`src/rtl/txstat_pkg.sv`:
```
// Shared definitions for the transmit completion status stack.
// Assumes an 8-bit record and a 5-bit opcode in bits 15:11 of a command word.
package txstat_pkg;

    localparam int REC_W = 8;

    localparam logic [4:0] OP_TX_ENABLE  = 5'h09;
    localparam logic [4:0] OP_TX_DISABLE = 5'h0A;
    localparam logic [4:0] OP_TX_RESET   = 5'h0B;

    localparam int BIT_OVF = 2;

    // Build a fresh record from the completion flags (overflow starts clear).
    function automatic logic [REC_W-1:0] make_record(
        input logic irq_req, input logic jabber,
        input logic underrun, input logic maxcoll);
        make_record = {1'b1, irq_req, jabber, underrun, maxcoll, 3'b000};
    endfunction

endpackage

```
`src/rtl/txstat_queue.sv`:
```
// Record queue: first-in first-out storage of DEPTH records.
// A pop is applied before a push in the same cycle, so a full queue with a
// pop accepts the new record. A push into a full queue without a pop is
// dropped and marks the overflow bit of the head record. Flush empties it.
// Assumes DEPTH >= 2.
module txstat_queue
    import txstat_pkg::*;
#(
    parameter int DEPTH = 4
) (
    input  logic             clk,
    input  logic             rst_n,
    input  logic             flush,
    input  logic             push,
    input  logic [REC_W-1:0] wdata,
    input  logic             pop,
    output logic [REC_W-1:0] head,
    output logic             empty,
    output logic             full
);
    localparam int PW = $clog2(DEPTH);
    localparam int CW = $clog2(DEPTH + 1);
    localparam logic [PW-1:0] LAST = PW'(DEPTH - 1);

    logic [REC_W-1:0] mem [DEPTH];
    logic [PW-1:0]    rd_ptr, wr_ptr;
    logic [CW-1:0]    count;
    logic             pop_ok, push_ok, ovf_mark;

    assign empty    = (count == '0);
    assign full     = (count == CW'(DEPTH));
    assign pop_ok   = pop && !empty;
    assign push_ok  = push && (!full || pop_ok);
    assign ovf_mark = push && full && !pop_ok;
    assign head     = mem[rd_ptr];

    // Pointer and occupancy update.
    always_ff @(posedge clk) begin
        if (!rst_n || flush) begin
            rd_ptr <= '0;
            wr_ptr <= '0;
            count  <= '0;
        end else begin
            if (pop_ok)  rd_ptr <= (rd_ptr == LAST) ? '0 : rd_ptr + 1'b1;
            if (push_ok) wr_ptr <= (wr_ptr == LAST) ? '0 : wr_ptr + 1'b1;
            case ({push_ok, pop_ok})
                2'b10:   count <= count + 1'b1;
                2'b01:   count <= count - 1'b1;
                default: count <= count;
            endcase
        end
    end

    // Record storage, including the overflow mark on the head.
    always_ff @(posedge clk) begin
        if (!rst_n) begin
            for (int i = 0; i < DEPTH; i++) mem[i] <= '0;
        end else if (!flush) begin
            if (push_ok)  mem[wr_ptr] <= wdata;
            if (ovf_mark) mem[rd_ptr][BIT_OVF] <= 1'b1;
        end
    end

    AST_COUNT_BOUND: assert property (@(posedge clk) disable iff (!rst_n)
        count <= CW'(DEPTH));
    AST_FULL_DROP: assert property (@(posedge clk) disable iff (!rst_n)
        (full && push && !pop && !flush) |=> (full && head[BIT_OVF]));
    AST_FULL_SWAP: assert property (@(posedge clk) disable iff (!rst_n)
        (full && push && pop && !flush) |=> full);
    AST_EMPTY_POP: assert property (@(posedge clk) disable iff (!rst_n)
        (empty && pop && !push) |=> empty);
    AST_FLUSH_EMPTIES: assert property (@(posedge clk) disable iff (!rst_n)
        flush |=> empty);
    AST_HEAD_VALID: assert property (@(posedge clk) disable iff (!rst_n)
        !empty |-> head[REC_W-1]);

endmodule

```
`src/rtl/txstat_ctrl.sv`:
```
// Transmitter enable and reset-lock control.
// Decodes the command opcode and keeps the enable state and the needs-reset
// lock that a jabber or underrun completion sets. Assumes one command per
// cycle at most.
module txstat_ctrl
    import txstat_pkg::*;
#(
    parameter int CMD_W = 16,
    parameter int OP_W  = 5
) (
    input  logic             clk,
    input  logic             rst_n,
    input  logic             cmd_valid,
    input  logic [CMD_W-1:0] cmd_word,
    input  logic             fatal_seen,
    output logic             flush,
    output logic             needs_reset,
    output logic             enabled
);
    logic [OP_W-1:0] opcode;
    logic            op_en, op_dis, lock_next;

    assign opcode    = cmd_word[CMD_W-1 -: OP_W];
    assign flush     = cmd_valid && (opcode == OP_TX_RESET);
    assign op_en     = cmd_valid && (opcode == OP_TX_ENABLE);
    assign op_dis    = cmd_valid && (opcode == OP_TX_DISABLE);
    assign lock_next = !flush && (needs_reset || fatal_seen);

    // Lock and enable state update.
    always_ff @(posedge clk) begin
        if (!rst_n) begin
            needs_reset <= 1'b0;
            enabled     <= 1'b0;
        end else begin
            needs_reset <= lock_next;
            if (lock_next || flush || op_dis) enabled <= 1'b0;
            else if (op_en)                    enabled <= 1'b1;
        end
    end

    AST_LOCK_DISABLES: assert property (@(posedge clk) disable iff (!rst_n)
        needs_reset |-> !enabled);
    AST_FATAL_LOCKS: assert property (@(posedge clk) disable iff (!rst_n)
        (fatal_seen && !flush) |=> needs_reset);
    AST_RESET_UNLOCKS: assert property (@(posedge clk) disable iff (!rst_n)
        flush |=> (!needs_reset && !enabled));

endmodule

```
`src/rtl/txstat_stack.sv`:
```
// Transmit completion status stack, top level.
// Filters completion pulses, queues their records, presents the head to the
// host (0x00 when empty) and drives the transmit-complete event and the
// transmitter enable state. Assumes completion pulses last one cycle.
module txstat_stack
    import txstat_pkg::*;
#(
    parameter int DEPTH = 4
) (
    input  logic             clk,
    input  logic             rst_n,
    input  logic             cmp_valid,
    input  logic             cmp_jabber,
    input  logic             cmp_underrun,
    input  logic             cmp_maxcoll,
    input  logic             cmp_irq_req,
    input  logic             host_pop,
    output logic [REC_W-1:0] host_status,
    input  logic             cmd_valid,
    input  logic [15:0]      cmd_word,
    output logic             txc_event,
    output logic             tx_needs_reset,
    output logic             tx_enabled
);
    logic             any_err, store, fatal, flush, q_empty, q_full;
    logic [REC_W-1:0] rec, q_head;

    assign any_err = cmp_jabber || cmp_underrun || cmp_maxcoll;
    assign store   = cmp_valid && (any_err || cmp_irq_req);
    assign fatal   = cmp_valid && (cmp_jabber || cmp_underrun);
    assign rec     = make_record(cmp_irq_req, cmp_jabber, cmp_underrun, cmp_maxcoll);

    txstat_queue #(.DEPTH(DEPTH)) u_queue (
        .clk   (clk),
        .rst_n (rst_n),
        .flush (flush),
        .push  (store),
        .wdata (rec),
        .pop   (host_pop),
        .head  (q_head),
        .empty (q_empty),
        .full  (q_full)
    );

    txstat_ctrl #(.CMD_W(16), .OP_W(5)) u_ctrl (
        .clk         (clk),
        .rst_n       (rst_n),
        .cmd_valid   (cmd_valid),
        .cmd_word    (cmd_word),
        .fatal_seen  (fatal),
        .flush       (flush),
        .needs_reset (tx_needs_reset),
        .enabled     (tx_enabled)
    );

    assign host_status = q_empty ? '0 : q_head;
    assign txc_event   = !q_empty;

    AST_CLEAN_SKIPPED: assert property (@(posedge clk) disable iff (!rst_n)
        (q_empty && cmp_valid && !any_err && !cmp_irq_req && !flush)
        |=> !txc_event);
    AST_STORE_RAISES: assert property (@(posedge clk) disable iff (!rst_n)
        (store && !flush) |=> txc_event);
    AST_LOW_BITS_ZERO: assert property (@(posedge clk) disable iff (!rst_n)
        host_status[1:0] == 2'b00);

endmodule

```
`config.mk`:
```
export PLATFORM = sky130hd
export DESIGN_NAME = txstat_stack
export DESIGN_NICKNAME = d
export VERILOG_FILES = /design/src/rtl/txstat_pkg.sv /design/src/rtl/txstat_queue.sv /design/src/rtl/txstat_ctrl.sv /design/src/rtl/txstat_stack.sv
export SDC_FILE = /design/constraint.sdc
export NUM_CORES = 1
export LEC_CHECK = 0
export ABC_AREA = 1
export BUFFER_PORTS_ARGS = -buffer_cell sky130_fd_sc_hd__buf_4
export CAP_MARGIN = 20
export CORE_ASPECT_RATIO = 1.25
export CORE_MARGIN = 2
export CORE_UTILIZATION = 30
export DETAILED_ROUTE_END_ITERATION = 8
export GPL_TIMING_DRIVEN = 0
export SKIP_LAST_GASP = 1
export SYNTH_ARGS = -nofsm -noshare
export SYNTH_HDL_FRONTEND = slang
export SYNTH_SLANG_ARGS = --single-unit
```
`constraint.sdc`:
```
create_clock -name clk -period 5.02 [get_ports clk]
set_clock_uncertainty 0.1 [all_clocks]
set_input_delay 0.502 -clock clk [delete_from_list [all_inputs] [get_ports clk]]
set_output_delay 0.502 -clock clk [all_outputs]
set_load 0.005 [all_outputs]
```
==> results of run 1 <==
[cell families after synthesis]
logic type	count (synthesis)	share of synthesized area (%)
compound gates	34	9.86
simple gates	99	25.7
flops	35	52.6
buf+inv	38	8.39
other cells	1	0.210
fa+ha+maj	4	3.22
[worst register-to-register path: stages (launching register included)]
cell and delay (ns):
dfxtp_1 0.31, inv_1 0.09, nand2_2 0.08, nor2_1 0.45, nor2_1 0.17, ha_1 0.22, inv_1 0.09, fa_1 0.42
nor2_1 0.10, a21oi_1 0.04, nor2_1 0.09
[synthesized netlist by cell type]
master	n	area share (%)
nand4_1	2	0.70
nor3_1	1	0.28
nor2_8	1	1.1
clkbuf_1	3	0.63
dfxtp_1	11	12
nor2_4	2	1.3
nand2_4	1	0.63
nor2_2	1	0.35
buf_4	2	0.84
edfxtp_1	24	40
nor2_1	55	12
a21oi_1	15	4.2
o21ai_0	18	5.0
nand2_2	7	2.4
inv_1	30	6.3
nand3_1	6	1.7
nand3_4	1	0.98
inv_2	3	0.63
or2_2	1	0.35
ha_1	3	2.1
o2111a_1	1	0.63
conb_1	1	0.21
fa_1	1	1.1
nand2_1	21	4.4
[power groups by stage]
| stage | Combinational [mW] | Clock [mW] | Sequential [mW] |
|---|---|---|---|
| 2_1_floorplan | 0.190 | 0 | 0.372 |
| 3_3_place_gp | 0.289 | 0 | 0.379 |
| 3_5_place_dp | 0.294 | 0 | 0.380 |
| 4_1_cts | 0.295 | 0.193 | 0.373 |
| 5_1_grt | 0.331 | 0.206 | 0.379 |
| 6_report | 0.290 | 0.187 | 0.373 |
[per-stage QoR]
stage	std cells	utilization (%)	setup WS, ns
after CTS	308	36.7	2.74
after global placement	300	35.3	2.60
after detailed placement	300	35.3	2.57
final	308	36.7	2.77
after floorplan	212	-	2.91
after global routing	308	36.7	2.57
[area by class of cell]
cell class,count,area [sq um]
inverters,33,124
well taps,66,82.6
clock inverters,2,8.76
flip-flops and latches,35,941
multi-input cells,139,702
plain buffers,5,26.3
clock buffers,6,72.6
fillers,602,3660
repair buffers,22,165
[metal layers]
layer | wire length (microns) | up-vias | GRT usage, % | share of wire, %
li1 | - | 731 | - | -
met5 | 0 | - | 0 | 0
met2 | 1770 | 26 | 20.1 | 53
met1 | 1340 | 600 | 12.2 | 40
met3 | 125 | 8 | 2.79 | 3.7
met4 | 108 | 0 | 6.33 | 3.2
[flip-flops by register name (all words and copies together), names as in the netlist, named ones only]
signal              cells
u_queue.rd_ptr          2
u_ctrl.needs_reset      1
u_queue.wr_ptr          2
u_queue.mem            24
u_queue.count           3
u_ctrl.enabled          1
[worst min-delay path by stage]
| stage | from | end |
|---|---|---|
| final | u_queue.wr_ptr[1] | u_queue.wr_ptr[1] |
| after global routing | u_queue.count[2] | u_queue.count[2] |
| after CTS | u_queue.count[2] | u_queue.count[2] |
| after detailed placement | u_queue.count[2] | u_queue.count[2] |
| after global placement | u_queue.count[2] | u_queue.count[2] |
| after floorplan | u_queue.wr_ptr[1] | u_queue.wr_ptr[1] |
==> results.yml, run 1 <==
timing:
  timing.final.crit_share_pct: 44.9
  max_freq_mhz: 444
  slew_headroom_pct: 62.2
  hold-worst-slack_ns: 0.387
  max_slew.worst_pin.slew_ns: 0.565
  rsz0062_at_grt: "false"
  totalNegativeSetupSlack_ns: 0
  setup_violations: 0
  hold_viol: 0
  fin_crit_ns: 2.25
  slew_viol_final: 0
grt:
  grt_max_degree: 12
  antenna_found_initial: 0
  grt_pass1_wl_microns: 5800
  grt.overflow.total: 0
  grt_pass1_vias: 1337
  track_usage_pct: 11.5
die:
  die_h_microns: 90.3
  dieArea_sq_um: 6600
  rows: 31
  initial_utilization_pct: 31.0
  io-pin-count: 36
  core_sq_um: 5780
  die_width_microns: 73.1
synthesis:
  synthesis.area_sq_um: 1790
  ys_warn_count: 0
  synth.distinct_cells: 24
  synth-seq-cells: 35
  syn_inst: 211
  ys_seq_area_share_pct: 52.6
  synth.avg_cell_area_sq_um: 8.48
power_and_ir_drop:
  max-vdd-ir-drop_mv: 0.131
  p_int_uw: 561
  p_leak_nw: 0.934
  finalPower_uw: 850
  p_sw_uw: 289
  swShare_pct: 34.0
  pwr-share-clk_pct: 22.0
  p_per_area_nw_per_um2: 400
  combPwrFrac_pct: 34.1
  pwr-share-seq_pct: 43.9
critical_path:
  cp-start-kind: "register"
  crit_path_top_delay_cell: "dfxtp_1"
  r2r_start: "u_queue.count[1]"
  cp.depth: 6
  r2r_end: "u_queue.count[1]"
  required_ns: 4.42
  crit_buf_inv: 2
  path_cells: "clkbuf_1, nor2_1, nor2_1, o21ai_0, a21oi_1, buf_4"
  critPathCaptureType: "output port"
  path_delay_family: "buffers and inverters"
  crit_path_frequent_cell: "nor2_1"
  crit_path_end: "host_status[3]"
  crit_path_max_incr_delay_ns: 0.38
  r2r_cells: 10
  arrival_ns: 1.65
  reg2reg_setup_slack_ns: 2.81
  path_class: "reg2out"
  worstPathMaxFanout: 10
worst_hold_path:
  min_path_type: "reg2reg"
  hold_depth: 2
place:
  gp_congestion: 0.748
  io_buffers: 22
  dp_hpwl_microns: 2760
  placed_area_sq_um: 2040
cts:
  clock_latency_ns: 0.28
  cts.sinks: 35
  cts_resized: 0
  cts_buffers: 5
  clockRootBuffer: "clkbuf_8"
  holdBufCountCts: 0
  cts_setup_buffers: 0
  ctsHtreeMaxLevel: 2
  clockBufferDepth: 2
  cts_tree: "yes"
  clkTransAtPathRegs_ns: 0.06
routing:
  drc_errors: 0
  dr_total_vias: 1365
  routedWlPerCell_microns: 10.9
  first_pass_iters: 4
  ant_nets: 0
  wl_microns: 3350
  drt_iter0_markers: 61
  viasPerCell: 4.43
layout:
  final_common_cell: "nor2_1"
  final_cell_area_sq_um: 2120
  final_layout_size_suffix_gt1_share_pct: 19.4
  layout_common_cells: "nor2_1 (55), inv_1 (30), buf_4 (24), edfxtp_1 (24), nand2_1 (21)"
  area_delta_synth_final_pct: 18.6
  nets: 270
  diodes: 0
run:
  cap_violations: 0
status:
  status: "finished, final reports clean"
(Power assumes the default switching activity.)
==> run 2, diff against run 1 <==
Clock period 5.02 ns to 1.95 ns, I/O delays scaled along.
==> run 2 against run 1 <==
Via count up 4.2%. Critical path depth increased by 6. Highest routed layer unchanged. Largest cell class unchanged. Total power rose to 2.8 times the previous value. First-iteration DRC count decreased by 39%. Sequential power rose to 2.6 times the previous value. Worst hold slack worse by 0.27 ns. Largest power group unchanged. Non-clock buffer count up 8. Critical endpoint is now u_queue.count[2]. Combinational power grew to 3.1 times the previous value. Register-to-register slack lost 2.8 ns.
==> results.yml, run 2 (same netlist as run 1, synthesis figures left out) <==
grt:
  grt_pass1_vias: 1358
  track_usage_pct: 11.7
  antenna_found_initial: 0
  grt.overflow.total: 0
  grt_pass1_wl_microns: 5890
  grt_max_degree: 12
critical_path:
  cp.depth: 12
  cp-start-kind: "register"
  r2r_cells: 12
  path_delay_family: "adder cells"
  required_ns: 2.02
  r2r_start: "u_queue.count[0]"
  path_cells: "inv_2, nand2_4, nor2_4, nor2_4, inv_2, ha_4, inv_4, fa_2, a21oi_2, o21ai_2, o21ai_1, a21oi_1"
  worstPathMaxFanout: 3
  arrival_ns: 1.96
  crit_path_max_incr_delay_ns: 0.37
  crit_path_top_delay_cell: "fa_2"
  r2r_end: "u_queue.count[2]"
  crit_buf_inv: 3
  path_class: "reg2reg"
  critPathCaptureType: "register"
  crit_start: "u_queue.count[0]"
  reg2reg_setup_slack_ns: 0.06
  crit_path_end: "u_queue.count[2]"
run:
  cap_violations: 0
die:
  die_width_microns: 73.1
  die_h_microns: 90.3
  io-pin-count: 36
  rows: 31
  dieArea_sq_um: 6600
  initial_utilization_pct: 31.0
  core_sq_um: 5780
timing:
  setup_violations: 0
  slew_viol_final: 0
  hold_viol: 0
  fin_crit_ns: 1.89
  max_slew.worst_pin.slew_ns: 0.529
  max_freq_mhz: 529
  slew_headroom_pct: 64.7
  totalNegativeSetupSlack_ns: 0
  timing.final.crit_share_pct: 97.0
cts:
  clockBufferDepth: 2
  holdBufCountCts: 0
  cts_tree: "yes"
  clockRootBuffer: "clkbuf_8"
  cts_buffers: 5
  clock_latency_ns: 0.28
  cts.sinks: 35
  clkTransAtPathRegs_ns: 0.06
  ctsHtreeMaxLevel: 2
routing:
  drc_errors: 0
  routedWlPerCell_microns: 11.0
  viasPerCell: 4.50
  first_pass_iters: 4
  ant_nets: 0
  wl_microns: 3470
  dr_total_vias: 1423
  drt_iter0_markers: 37
place:
  dp_hpwl_microns: 2760
  io_buffers: 22
  gp_congestion: 0.748
  placed_cells: 300
layout:
  final_cells: 316
  final_common_cell: "nor2_1"
  largest_register: "u_queue.mem"
  final_layout_size_suffix_gt1_share_pct: 28.8
  diodes: 0
  nets: 278
  fill_cells: 586
  area_delta_synth_final_pct: 25.9
  reg.largest.list: "u_queue.mem: 24 flops, u_queue.count: 3 flops"
  layout_common_cells: "nor2_1 (52), buf_4 (32), inv_1 (27), edfxtp_1 (24), nand2_1 (18)"
  largest_reg_flops: 24
  utilization_pct: 39.0
power_and_ir_drop:
  p_per_area_nw_per_um2: 1040
  pwr-share-seq_pct: 41.3
  combPwrFrac_pct: 38.2
  max-vdd-ir-drop_mv: 0.387
  p_int_mw: 1.54
  pwr-share-clk_pct: 20.6
  swShare_pct: 34.5
  p_leak_nw: 0.984
  p_sw_uw: 810
  finalPower_mw: 2.35
worst_hold_path:
  min_path_type: "in2reg"
status:
  status: "finished, final reports clean"
-- run 2: through the flow --
| stage | area [sq um] | setup slack (ns) | hold WS, ns |
|---|---|---|---|
| final | 2250 | 0.0589 | 0.112 |
| after global routing | 2250 | -0.0240 | 0.120 |
| after CTS | 2160 | -0.0344 | 0.0971 |
| after detailed placement | 2040 | -0.275 | 0.380 |
| after global placement | 2040 | -0.261 | 0.369 |
| after floorplan | 1790 | 0.0505 | 0.269 |
-- run 2: cell type report --
type | instances | area [sq um] | share of cell area, %
Sequential cell | 35 | 946 | 42.0
Inverter | 33 | 126 | 5.61
Clock buffer | 6 | 72.6 | 3.22
Tap cell | 66 | 82.6 | 3.66
Timing Repair Buffer | 30 | 225 | 9.99
Buffer | 5 | 27.5 | 1.22
Multi-Input combinational cell | 139 | 764 | 33.9
Clock inverter | 2 | 8.76 | 0.389
-- run 2: worst min-delay path by stage --
| stage | startpoint | cells after the start | endpoint | slack [ns] |
|---|---|---|---|---|
| 3_3_place_gp | u_queue.count[2] | 2 | u_queue.count[2] | 0.37 |
| 2_1_floorplan | cmp_valid | 2 | u_ctrl.needs_reset | 0.27 |
| 4_1_cts | cmp_valid | 3 | u_ctrl.needs_reset | 0.1 |
| 5_1_grt | cmp_valid | 3 | u_ctrl.needs_reset | 0.12 |
| 3_5_place_dp | u_queue.count[2] | 2 | u_queue.count[2] | 0.38 |
| 6_report | cmp_valid | 3 | u_ctrl.needs_reset | 0.11 |
-- run 2: tightest hold or removal path, stage by stage --
cell,delay (ns)
buf_4,0.10
a21oi_1,0.07
nor2_1,0.09
-- run 2: power groups by stage --
stage               combinational (mW)  sequential [mW]  clock [mW]
detailed placement               0.756            0.977           0
finish                           0.896            0.969       0.483
CTS                              0.819            0.967       0.497
floorplan                        0.490            0.959           0
global route                      1.00            0.986       0.530
global placement                 0.745            0.975           0
-- run 2: repair_timing --
action	in CTS	in global routing
endpoints found under the setup margin	4	22
pin swaps	3	9
resized for setup	11	15
gates cloned	0	0
buffers inserted	2	6
-- run 2: per-layer routing --
layer / track usage [%] / up-vias / wire length [microns]
met2: 20.6 / 28 / 1920
met1: 12.2 / 636 / 1320
met5: 0 / - / 0
met4: 6.33 / 0 / 106
met3: 2.79 / 8 / 125
li1: - / 751 / -
